**config.mk**
```make
export PLATFORM = sky130hd
export DESIGN_NAME = fbmc_top
export DESIGN_NICKNAME = d
export VERILOG_FILES = /design/src/rtl/fbmc_pkg.sv /design/src/rtl/fbmc_seq_dec.sv /design/src/rtl/fbmc_arb.sv /design/src/rtl/fbmc_bank.sv /design/src/rtl/fbmc_top.sv
export SDC_FILE = /design/constraint.sdc
export NUM_CORES = 1
export LEC_CHECK = 0
export BUFFER_PORTS_ARGS = -buffer_cell sky130_fd_sc_hd__buf_2
export CAP_MARGIN = 30
export CORE_ASPECT_RATIO = 0.9
export CORE_MARGIN = 8
export CORE_UTILIZATION = 49
export DETAILED_ROUTE_END_ITERATION = 10
export PLACE_DENSITY = 0.78
export SLEW_MARGIN = 20
export SYNTH_ARGS = -nofsm -noshare
export SYNTH_HDL_FRONTEND = slang
export SYNTH_SLANG_ARGS = --single-unit
export TNS_END_PERCENT = 5
```
**constraint.sdc**
```tcl
create_clock -name clk -period 1.95 [get_ports clk]
set_input_delay 0.2925 -clock clk [delete_from_list [all_inputs] [get_ports clk]]
set_output_delay 0.2925 -clock clk [all_outputs]
set_load 0.05 [all_outputs]
```
**src/rtl/fbmc_pkg.sv**
```systemverilog
package fbmc_pkg;

    typedef enum logic [1:0] {
        KIND_STEP,
        KIND_LAST,
        KIND_PAGE,
        KIND_FAULT
    } seq_kind_e;

    typedef enum logic [1:0] {
        OPC_PROG,
        OPC_ERASE,
        OPC_RTR,
        OPC_NONE
    } opc_e;

    localparam logic [7:0] KEY_OFF_EVEN  = 8'h55;
    localparam logic [7:0] KEY_DAT_EVEN  = 8'hAA;
    localparam logic [7:0] KEY_OFF_ODD   = 8'hAA;
    localparam logic [7:0] KEY_DAT_ODD   = 8'h55;
    localparam logic [7:0] LAST_OFF      = 8'h55;
    localparam logic [7:0] CODE_PROG     = 8'hA0;
    localparam logic [7:0] CODE_ERASE    = 8'h80;
    localparam logic [7:0] CODE_RTR      = 8'hF0;

endpackage

```
**src/rtl/fbmc_seq_dec.sv**
```systemverilog
module fbmc_seq_dec
    import fbmc_pkg::*;
#(
    parameter int OFF_W   = 8,
    parameter int DATA_W  = 8,
    parameter int SEQ_LEN = 3,
    parameter int STG_W   = $clog2(SEQ_LEN)
) (
    input  logic [STG_W-1:0]  stage_i,
    input  logic [OFF_W-1:0]  off_i,
    input  logic [DATA_W-1:0] data_i,
    input  logic              page_mode_i,
    output seq_kind_e         kind_o,
    output opc_e              opc_o
);

    localparam logic [STG_W-1:0] LAST_STAGE = STG_W'(SEQ_LEN - 1);

    logic page_region;
    logic even_match;
    logic odd_match;

    assign page_region = (off_i[OFF_W-1 -: 2] == 2'b11);
    assign even_match  = (off_i == OFF_W'(KEY_OFF_EVEN)) && (data_i == DATA_W'(KEY_DAT_EVEN));
    assign odd_match   = (off_i == OFF_W'(KEY_OFF_ODD))  && (data_i == DATA_W'(KEY_DAT_ODD));

    always_comb begin
        kind_o = KIND_FAULT;
        opc_o  = OPC_NONE;
        if (page_mode_i && page_region) begin
            kind_o = KIND_PAGE;
        end else if (stage_i == LAST_STAGE) begin
            if (off_i == OFF_W'(LAST_OFF)) begin
                if (data_i == DATA_W'(CODE_PROG)) begin
                    kind_o = KIND_LAST;
                    opc_o  = OPC_PROG;
                end else if (data_i == DATA_W'(CODE_ERASE)) begin
                    kind_o = KIND_LAST;
                    opc_o  = OPC_ERASE;
                end else if (data_i == DATA_W'(CODE_RTR)) begin
                    kind_o = KIND_LAST;
                    opc_o  = OPC_RTR;
                end
            end
        end else if (!stage_i[0]) begin
            if (even_match) kind_o = KIND_STEP;
        end else begin
            if (odd_match) kind_o = KIND_STEP;
        end
    end

endmodule

```
**src/rtl/fbmc_arb.sv**
```systemverilog
module fbmc_arb #(
    parameter int NUM_BANKS = 3,
    parameter int PROG_BANK = 0
) (
    input  logic [NUM_BANKS-1:0] busy_i,
    input  logic [NUM_BANKS-1:0] erase_i,
    input  logic [NUM_BANKS-1:0] req_erase_i,
    output logic [NUM_BANKS-1:0] grant_o
);

    for (genvar b = 0; b < NUM_BANKS; b++) begin : g_req
        always_comb begin
            grant_o[b] = 1'b1;
            for (int c = 0; c < NUM_BANKS; c++) begin
                if (c != b && busy_i[c]) begin
                    if (b == PROG_BANK || c == PROG_BANK) begin
                        grant_o[b] = 1'b0;
                    end else if (erase_i[c] == req_erase_i[b]) begin
                        grant_o[b] = 1'b0;
                    end
                end
            end
        end
    end

endmodule

```
**src/rtl/fbmc_bank.sv**
```systemverilog
module fbmc_bank
    import fbmc_pkg::*;
#(
    parameter int OFF_W   = 8,
    parameter int DATA_W  = 8,
    parameter int SEQ_LEN = 3
) (
    input  logic              clk,
    input  logic              rst_n,
    input  logic              hit_i,
    input  logic [OFF_W-1:0]  off_i,
    input  logic [DATA_W-1:0] data_i,
    input  logic              page_mode_i,
    input  logic              lock_i,
    input  logic              rdprot_i,
    input  logic              grant_i,
    input  logic              done_i,
    output logic              req_erase_o,
    output logic              busy_o,
    output logic              erase_o,
    output logic              start_o,
    output logic              seq_err_o,
    output logic              prot_err_o,
    output logic              pbuf_ack_o
);

    localparam int STG_W = $clog2(SEQ_LEN);

    typedef struct packed {
        logic [STG_W-1:0] stage;
        logic             busy;
        logic             erase;
        logic             start;
        logic             seq_err;
        logic             prot_err;
        logic             pbuf_ack;
    } bank_st_t;

    bank_st_t  st_d, st_q;
    seq_kind_e kind;
    opc_e      opc;

    fbmc_seq_dec #(
        .OFF_W   (OFF_W),
        .DATA_W  (DATA_W),
        .SEQ_LEN (SEQ_LEN),
        .STG_W   (STG_W)
    ) dec_i (
        .stage_i     (st_q.stage),
        .off_i       (off_i),
        .data_i      (data_i),
        .page_mode_i (page_mode_i),
        .kind_o      (kind),
        .opc_o       (opc)
    );

    assign req_erase_o = (opc == OPC_ERASE);

    always_comb begin
        st_d          = st_q;
        st_d.start    = 1'b0;
        st_d.seq_err  = 1'b0;
        st_d.prot_err = 1'b0;
        st_d.pbuf_ack = 1'b0;

        if (st_q.busy && done_i) begin
            st_d.busy = 1'b0;
        end

        if (hit_i) begin
            unique case (kind)
                KIND_PAGE: begin
                    if (st_q.busy)    st_d.seq_err  = 1'b1;
                    else if (rdprot_i) st_d.prot_err = 1'b1;
                    else              st_d.pbuf_ack = 1'b1;
                end
                KIND_STEP: begin
                    st_d.stage = st_q.stage + STG_W'(1);
                end
                KIND_LAST: begin
                    st_d.stage = '0;
                    if (opc == OPC_PROG || opc == OPC_ERASE) begin
                        if (lock_i || (opc == OPC_PROG && rdprot_i)) begin
                            st_d.prot_err = 1'b1;
                        end else if (st_q.busy || !grant_i) begin
                            st_d.seq_err = 1'b1;
                        end else begin
                            st_d.busy  = 1'b1;
                            st_d.erase = (opc == OPC_ERASE);
                            st_d.start = 1'b1;
                        end
                    end
                end
                default: begin
                    st_d.stage   = '0;
                    st_d.seq_err = 1'b1;
                end
            endcase
        end
    end

    always_ff @(posedge clk or negedge rst_n) begin
        if (!rst_n) st_q <= '0;
        else        st_q <= st_d;
    end

    assign busy_o     = st_q.busy;
    assign erase_o    = st_q.erase;
    assign start_o    = st_q.start;
    assign seq_err_o  = st_q.seq_err;
    assign prot_err_o = st_q.prot_err;
    assign pbuf_ack_o = st_q.pbuf_ack;

endmodule

```
**src/rtl/fbmc_top.sv**
```systemverilog
module fbmc_top
    import fbmc_pkg::*;
#(
    parameter int NUM_BANKS   = 3,
    parameter int PROG_BANK   = 0,
    parameter int OFF_W       = 8,
    parameter int DATA_W      = 8,
    parameter int SEQ_LEN     = 3,
    parameter int RAMP_CYCLES = 16
) (
    input  logic                                   clk,
    input  logic                                   rst_n,
    input  logic                                   wr_en_i,
    input  logic [$clog2(NUM_BANKS+1)+OFF_W-1:0]   wr_addr_i,
    input  logic [DATA_W-1:0]                      wr_data_i,
    input  logic                                   page_mode_i,
    input  logic [NUM_BANKS-1:0]                   lock_i,
    input  logic [NUM_BANKS-1:0]                   rdprot_i,
    input  logic [NUM_BANKS-1:0]                   arr_done_i,
    output logic                                   ready_o,
    output logic [NUM_BANKS-1:0]                   cmd_mode_o,
    output logic [NUM_BANKS-1:0]                   arr_start_o,
    output logic [NUM_BANKS-1:0]                   arr_erase_o,
    output logic [NUM_BANKS-1:0]                   seq_err_o,
    output logic [NUM_BANKS-1:0]                   prot_err_o,
    output logic                                   pbuf_ack_o,
    output logic                                   reg_ack_o
);

    localparam int SEL_W   = $clog2(NUM_BANKS + 1);
    localparam int RAMP_W  = $clog2(RAMP_CYCLES + 1);
    localparam int REG_SEL = NUM_BANKS;

    typedef struct packed {
        logic [RAMP_W-1:0] ramp_cnt;
        logic              reg_ack;
    } top_st_t;

    top_st_t top_d, top_q;

    logic [SEL_W-1:0]     sel;
    logic [OFF_W-1:0]     off;
    logic                 ready;
    logic [NUM_BANKS-1:0] hit;
    logic [NUM_BANKS-1:0] busy;
    logic [NUM_BANKS-1:0] erase;
    logic [NUM_BANKS-1:0] req_erase;
    logic [NUM_BANKS-1:0] grant;
    logic [NUM_BANKS-1:0] pbuf_vec;

    assign sel   = wr_addr_i[SEL_W+OFF_W-1 -: SEL_W];
    assign off   = wr_addr_i[OFF_W-1:0];
    assign ready = (top_q.ramp_cnt == RAMP_W'(RAMP_CYCLES));

    always_comb begin
        top_d = top_q;
        if (!ready) begin
            top_d.ramp_cnt = top_q.ramp_cnt + RAMP_W'(1);
        end
        top_d.reg_ack = wr_en_i && (sel == SEL_W'(REG_SEL));
    end

    always_ff @(posedge clk or negedge rst_n) begin
        if (!rst_n) top_q <= '0;
        else        top_q <= top_d;
    end

    fbmc_arb #(
        .NUM_BANKS (NUM_BANKS),
        .PROG_BANK (PROG_BANK)
    ) arb_i (
        .busy_i      (busy),
        .erase_i     (erase),
        .req_erase_i (req_erase),
        .grant_o     (grant)
    );

    for (genvar b = 0; b < NUM_BANKS; b++) begin : g_bank
        assign hit[b] = wr_en_i && ready && (sel == SEL_W'(b));

        fbmc_bank #(
            .OFF_W   (OFF_W),
            .DATA_W  (DATA_W),
            .SEQ_LEN (SEQ_LEN)
        ) bank_i (
            .clk         (clk),
            .rst_n       (rst_n),
            .hit_i       (hit[b]),
            .off_i       (off),
            .data_i      (wr_data_i),
            .page_mode_i (page_mode_i),
            .lock_i      (lock_i[b]),
            .rdprot_i    (rdprot_i[b]),
            .grant_i     (grant[b]),
            .done_i      (arr_done_i[b]),
            .req_erase_o (req_erase[b]),
            .busy_o      (busy[b]),
            .erase_o     (erase[b]),
            .start_o     (arr_start_o[b]),
            .seq_err_o   (seq_err_o[b]),
            .prot_err_o  (prot_err_o[b]),
            .pbuf_ack_o  (pbuf_vec[b])
        );
    end

    assign ready_o     = ready;
    assign cmd_mode_o  = busy;
    assign arr_erase_o = erase;
    assign pbuf_ack_o  = |pbuf_vec;
    assign reg_ack_o   = top_q.reg_ack;

endmodule

```
== Word-level counts from Yosys, hierarchy flattened ==
Index checks and enable logic that the tools add are counted.
Widths: inputs -> output; s select.
Operators by class
  multiply operators: 0
  add/subtract/negate cells: 4
  bitwise operators: 9
  shift operators: 0
  equal/unequal tests: 26
  $lt $le $gt $ge: 0
  div/mod/pow operators: 0
  reduce and logical (&&, ||, !) cells: 40
  multiplexer cells: 80
Operator list (count)
  $mux 2: 27
  $eq 8x8->1 const B: 5
  $mux 1: 29
  $eq 2x2->1 const B: 9
  $mux 3: 6
  $mux 6: 3
  $eq 8x7->1 const B: 2
  $mux 5: 3
  $reduce_and 5->1: 3
  $eq 2x1->1 const B: 7
  $logic_and 1x1->1: 14
  $logic_not 2->1: 7
  $mux 4: 3
  $pmux 2 s2: 3
  $logic_or 1x1->1: 9
  $not 1->1: 9
  $pmux 1 s3: 3
  $add 2x1->2 const B: 3
  $pmux 1 s2: 3
  $reduce_and 2->1: 3
  $add 5x1->5 const B: 1
  $eq 5x5->1 const B: 1
  $logic_not 1->1: 3
  $reduce_or 3->1: 1
  $eq 1x1->1: 2
Word-level totals
  output and inout bits: 18
  word-level logic and storage cells: 182
  bits in latches: 0
  bits in read-only memories: 0
  bits in registers: 30
  bits in writable memories: 0
  bits of input ports: 31
  memories kept: 0

== Depth between registers and ports, before layout ==
  depth after elaboration: 18
  mapped depth: 11
  gate-level depth less buffers: 11

== By module ==
A second synthesis with hierarchy kept.
Second synthesis, totals
  cells, all modules: 208
  area total of the unflattened synthesis: 2197.1 um2
By module, submodules not included
  fbmc_bank: instances 3, area an instance 449.2 um2, cells each 37, seq. area each 200.2 um2
  fbmc_seq_dec: instances 3, area an instance 170.2 um2, cells each 22, seq. area each 0.0 um2
  fbmc_top: instances 1, area an instance 307.8 um2, cells each 26, seq. area each 150.1 um2
  fbmc_arb: instances 1, area an instance 31.3 um2, cells each 5, seq. area each 0.0 um2

== Worst setup path before layout ==
OpenSTA, ideal clock, no wires.
  path kind: input to register
  start: input wr_addr_i[6]
  end: register g_bank[1].bank_i.st_q, in the netlist g_bank[1].bank_i.erase_o
  slack: -0.557 ns
  required time: 1.812 ns
  arrival time: 2.369 ns
  library setup time: 0.138 ns
  cell stages on the path: 11
  cells stage by stage: or4_1 nor4_2 nand2_1 a21oi_1 a21o_1 ha_1 nand4bb_1 nor4_1 o211ai_1 o21ai_0 o221ai_1
On the way
  word-level cells in the longest chain between the ends: 12
  elaborated cells on any way between the ends: 29
  those cells by class: 6 x eq/ne; 11 x mux; 2 x bitwise; 10 x reduce/logical
RTL lines
  from (decl): line fbmc_top.sv:14  | input logic [$clog2(NUM_BANKS+1)+OFF_W-1:0] wr_addr_i,
  $eq 8x7->1: line fbmc_seq_dec.sv:24, fbmc_seq_dec.sv:33
  $mux 2: line fbmc_seq_dec.sv:33  | if (off_i == OFF_W'(LAST_OFF)) begin
  $mux 2: line fbmc_seq_dec.sv:32  | end else if (stage_i == LAST_STAGE) begin
  $mux 2: line fbmc_seq_dec.sv:30  | if (page_mode_i && page_region) begin
  $eq 2x1->1: line fbmc_bank.sv:57, fbmc_bank.sv:82, fbmc_bank.sv:89
  $eq 1x1->1: line fbmc_arb.sv:18  | end else if (erase_i[c] == req_erase_i[b]) begin
  $mux 1: line fbmc_arb.sv:18
  $mux 1: line fbmc_arb.sv:15  | if (c != b && busy_i[c]) begin
  $logic_not 1->1: line fbmc_bank.sv:85  | end else if (st_q.busy || !grant_i) begin
  $logic_or 1x1->1: line fbmc_bank.sv:85
  $not 1->1 (no line)
  $reduce_and 5->1 (no line)
  to (signal assigned): line fbmc_bank.sv:104  | else st_q <= st_d;
  to (decl): line fbmc_bank.sv:39  | bank_st_t st_d, st_q;
Several ways; a longest one is shown, not always the timed one.
A chain may end at the register's enable or synchronous reset.

== Final worst setup path ==
Same ends and word-level chain as after synthesis.

==> flow_summary.json <==
{
  "clockRootBuffer": "clkbuf_8",
  "detail_route.vias_per_cell": 5.60,
  "r2r_slack_ns": -0.26,
  "grtUsageMet1_pct": 20.1,
  "io_buffers": 48,
  "path_cells": "buf_6 -> or4_4 -> nor4_4 -> nand2_1 -> a21oi_2 -> a21o_1 -> ha_1 -> nand4bb_1 -> nor4_2 -> nand4_1 -> a21boi_0 -> o221ai_1",
  "ys.flop_type": "dfrtp_1",
  "drt-pass1-iter-count": 4,
  "rsz0062_at_grt": "true",
  "drive_gt1_share_pct": 47.4,
  "status": "finished, violations left",
  "syn-instance-count": 234,
  "dp.final_hpwl_um": 4630,
  "tightest_slew_ns": 0.648,
  "yosys.area.top_type_share_pct": 33.6,
  "use_met2_pct": 30.7,
  "cp-end-kind": "flop",
  "critPathMaxFanout": 3,
  "antenna_found_initial": 0,
  "ys_seq_area_share_pct": 33.6,
  "violations": "negative setup slack",
  "post-route-util_pct": 69.5,
  "worstPathRequired_ns": 2.15,
  "ys_seq_elements": 30,
  "wirelength_um": 6130,
  "synth-edff-count": 0,
  "relSlewSlack_pct": 56.8,
  "start_kind": "primary input",
  "grt_pass1_vias": 2189,
  "p_leak_nw": 1.46,
  "cts_setup_buffers": 0,
  "yosysTopAreaCell": "dfrtp_1",
  "layout_min_cycle_time_ns": 2.43,
  "drt-initial-drc-count": 232,
  "final-hold-violation-count": 0,
  "max_stage_delay_ns": 0.53,
  "io-pin-count": 49,
  "clk_pin_slew_ns": 0.07,
  "gr-total-overflow": 0,
  "vias": 2168,
  "die_area_um2": 6990,
  "dieWidth_um": 87.2,
  "async_flop_share_pct": 100,
  "cp_slowest_cell": "or4_4",
  "met3_usage_pct": 5.10,
  "core.rowCount": 23,
  "syn_nets": 282,
  "hold_path_class": "in -> async",
  "ys_types": 57,
  "clk_latency_ns": 0.29,
  "htree_num_levels": 2,
  "drtAntennaViolNets": 0,
  "period_share_pct": 124,
  "peakVddDrop_v": 0.000239,
  "setup.worst_path.start": "wr_addr_i[6]",
  "ys_warn_count": 0,
  "rr_startpoint": "g_bank[1].bank_i.st_q[6]",
  "wl_per_cell_um": 15.8,
  "grt-busiest-layer": "met2",
  "numCtsBuffers": 5,
  "antenna_cells": 0,
  "synth_area_um2": 2240,
  "worst_slack_ns": -0.476,
  "area_growth_pct": 37.8,
  "grt_pass1_wl_um": 9860,
  "final_nets": 372,
  "worstPathArrival_ns": 2.62,
  "cts_sinks": 30,
  "setup_tns_ns": -2.63,
  "grt_max_degree": 31,
  "core_area_um2": 4430,
  "crit_type": "in -> reg",
  "max_cap_violations": 0,
  "clockBufferDepth": 2,
  "syn_area_per_cell_um2": 9.56,
  "finalSetupViolations": 21,
  "clock_skew_ns": 0.00708,
  "grt_usage_pct": 17.8,
  "synthTopCellsByArea": "dfrtp_1 34%, ha_1 9.5%, buf_4 5.0%, nand3_1 3.8%, o21ai_0 2.7%",
  "timing.fmax_ghz": 0.412,
  "power-per-cell-area_nw_per_um2": 469,
  "maxSlewViolCount": 0,
  "die_h_um": 80.1,
  "start_util_pct": 50.5,
  "gp_congestion": 0.899,
  "cts_tree": "yes",
  "route.detailed.drc": 0
}
## final cells by class
| type | count | area [um2] |
|---|---|---|
| Tap cell | 62 | 77.6 |
| Timing Repair Buffer | 102 | 659 |
| Multi-Input combinational cell | 169 | 1420 |
| Clock buffer | 5 | 68.8 |
| Sequential cell | 30 | 751 |
| Clock inverter | 3 | 40.0 |
| Inverter | 16 | 61.3 |
| Fill cell | 320 | 1350 |
## cells by family after synthesis
family / synth area share, %
AND/OR/NAND/NOR: 31.6
AO/OA/AOI/OAI: 12.0
buffers and inverters: 9.56
flip-flops: 33.6
adder cells (fa/ha/maj): 9.51
XOR/XNOR: 1.96
multiplexers: 1.85
## routing by layer
metal | vias up | part of all wire [%]
met4 | 0 | 2.8
met3 | 19 | 7.4
met1 | 1025 | 41
met2 | 100 | 49
li1 | 1024 | -
met5 | - | 0
## placed cells by master, fill, tap and decap left out, types with 5 or more instances in the layout
master and count:
nand3b_1 5, dfrtp_1 30, buf_2 47, nand3_1 17
ha_1 12, nor3_1 6, nand2_1 13, o21ai_0 9
nor2_1 8, inv_1 15, buf_4 52, clkbuf_8 5
a21oi_1 6
## stage by stage
stage / power [mW] / hold slack, ns / instances / instance area [um2] / setup slack [ns]
final: 1.44 / 0.0266 / 387 / 3080 / -0.476
after global routing: 1.50 / 0.0926 / 387 / 3080 / -0.665
after CTS: 1.44 / 0.0578 / 387 / 3010 / -0.425
after detailed placement: 0.821 / 0.366 / 379 / 2820 / -0.790
after global placement: 0.817 / 0.358 / 379 / 2820 / -0.628
after floorplan: 0.714 / -0.00309 / 234 / 2250 / -0.428
## Yosys cell counts (2+ instances only)
cell type / count
nand2_1: 13
nor4_2: 2
a211oi_1: 2
nand3_1: 17
nor4b_1: 3
inv_1: 15
a21o_1: 3
o22ai_1: 3
o21ai_0: 12
mux2i_1: 3
nor2_1: 11
nor4_1: 4
a21oi_1: 10
o211ai_1: 2
nand3b_1: 5
nand4bb_1: 2
and3_1: 5
and2_2: 2
or2_1: 3
or2_2: 2
buf_4: 15
nand4bb_4: 2
nor3_1: 8
ha_1: 17
or3_1: 3
buf_6: 2
dfrtp_1: 30
xnor2_1: 4
nand4b_1: 3
nand4_1: 4
## worst max-delay path, delay by kind of cell
kind                       cells  cell delay [ns]
and+or+nand+nor                6             1.40
buffers and inverters          1             0.09
adders and majority gates      1             0.18
AOI/OAI and AO/OA              4             0.65
## report_power, final
part | internal (mW) | total [mW] | leakage [nW] | switching [mW]
Combinational | 0.0890 | 0.199 | 1.00 | 0.110
Sequential | 0.628 | 0.630 | 0.401 | 0.00187
Clock | 0.375 | 0.617 | 0.0579 | 0.241
## state kept, by name (all words and copies together), names as in the netlist
| signal | flops |
|---|---|
| g_bank.bank_i.st_q | 6 |
| top_q | 5 |
| g_bank.bank_i.busy_o | 3 |
| g_bank.bank_i.erase_o | 3 |
| g_bank.bank_i.pbuf_ack_o | 3 |
| g_bank.bank_i.prot_err_o | 3 |
| g_bank.bank_i.seq_err_o | 3 |
| g_bank.bank_i.start_o | 3 |
| reg_ack_o | 1 |
## timing repair
item                                   in CTS  in global routing
cloned                                      0                  0
resized for setup                          16                 19
endpoints found under the hold margin       0                  0
pin swaps                                   6                  5
setup endpoints to repair                  24                 24
hold buffers                                0                  0
## final timing paths
check	to	cells after the start
min in group clk	g_bank[2].bank_i.busy_o	2
worst min-delay path	g_bank[1].bank_i.st_q[6]	1
worst max register to register	g_bank[1].bank_i.erase_o	9
worst max-delay path	g_bank[1].bank_i.erase_o	12
max in group asynchronous	g_bank[2].bank_i.pbuf_ack_o	1
worst min register to register	top_q[4]	1
Note: power is estimated with default switching activity, not from simulation.
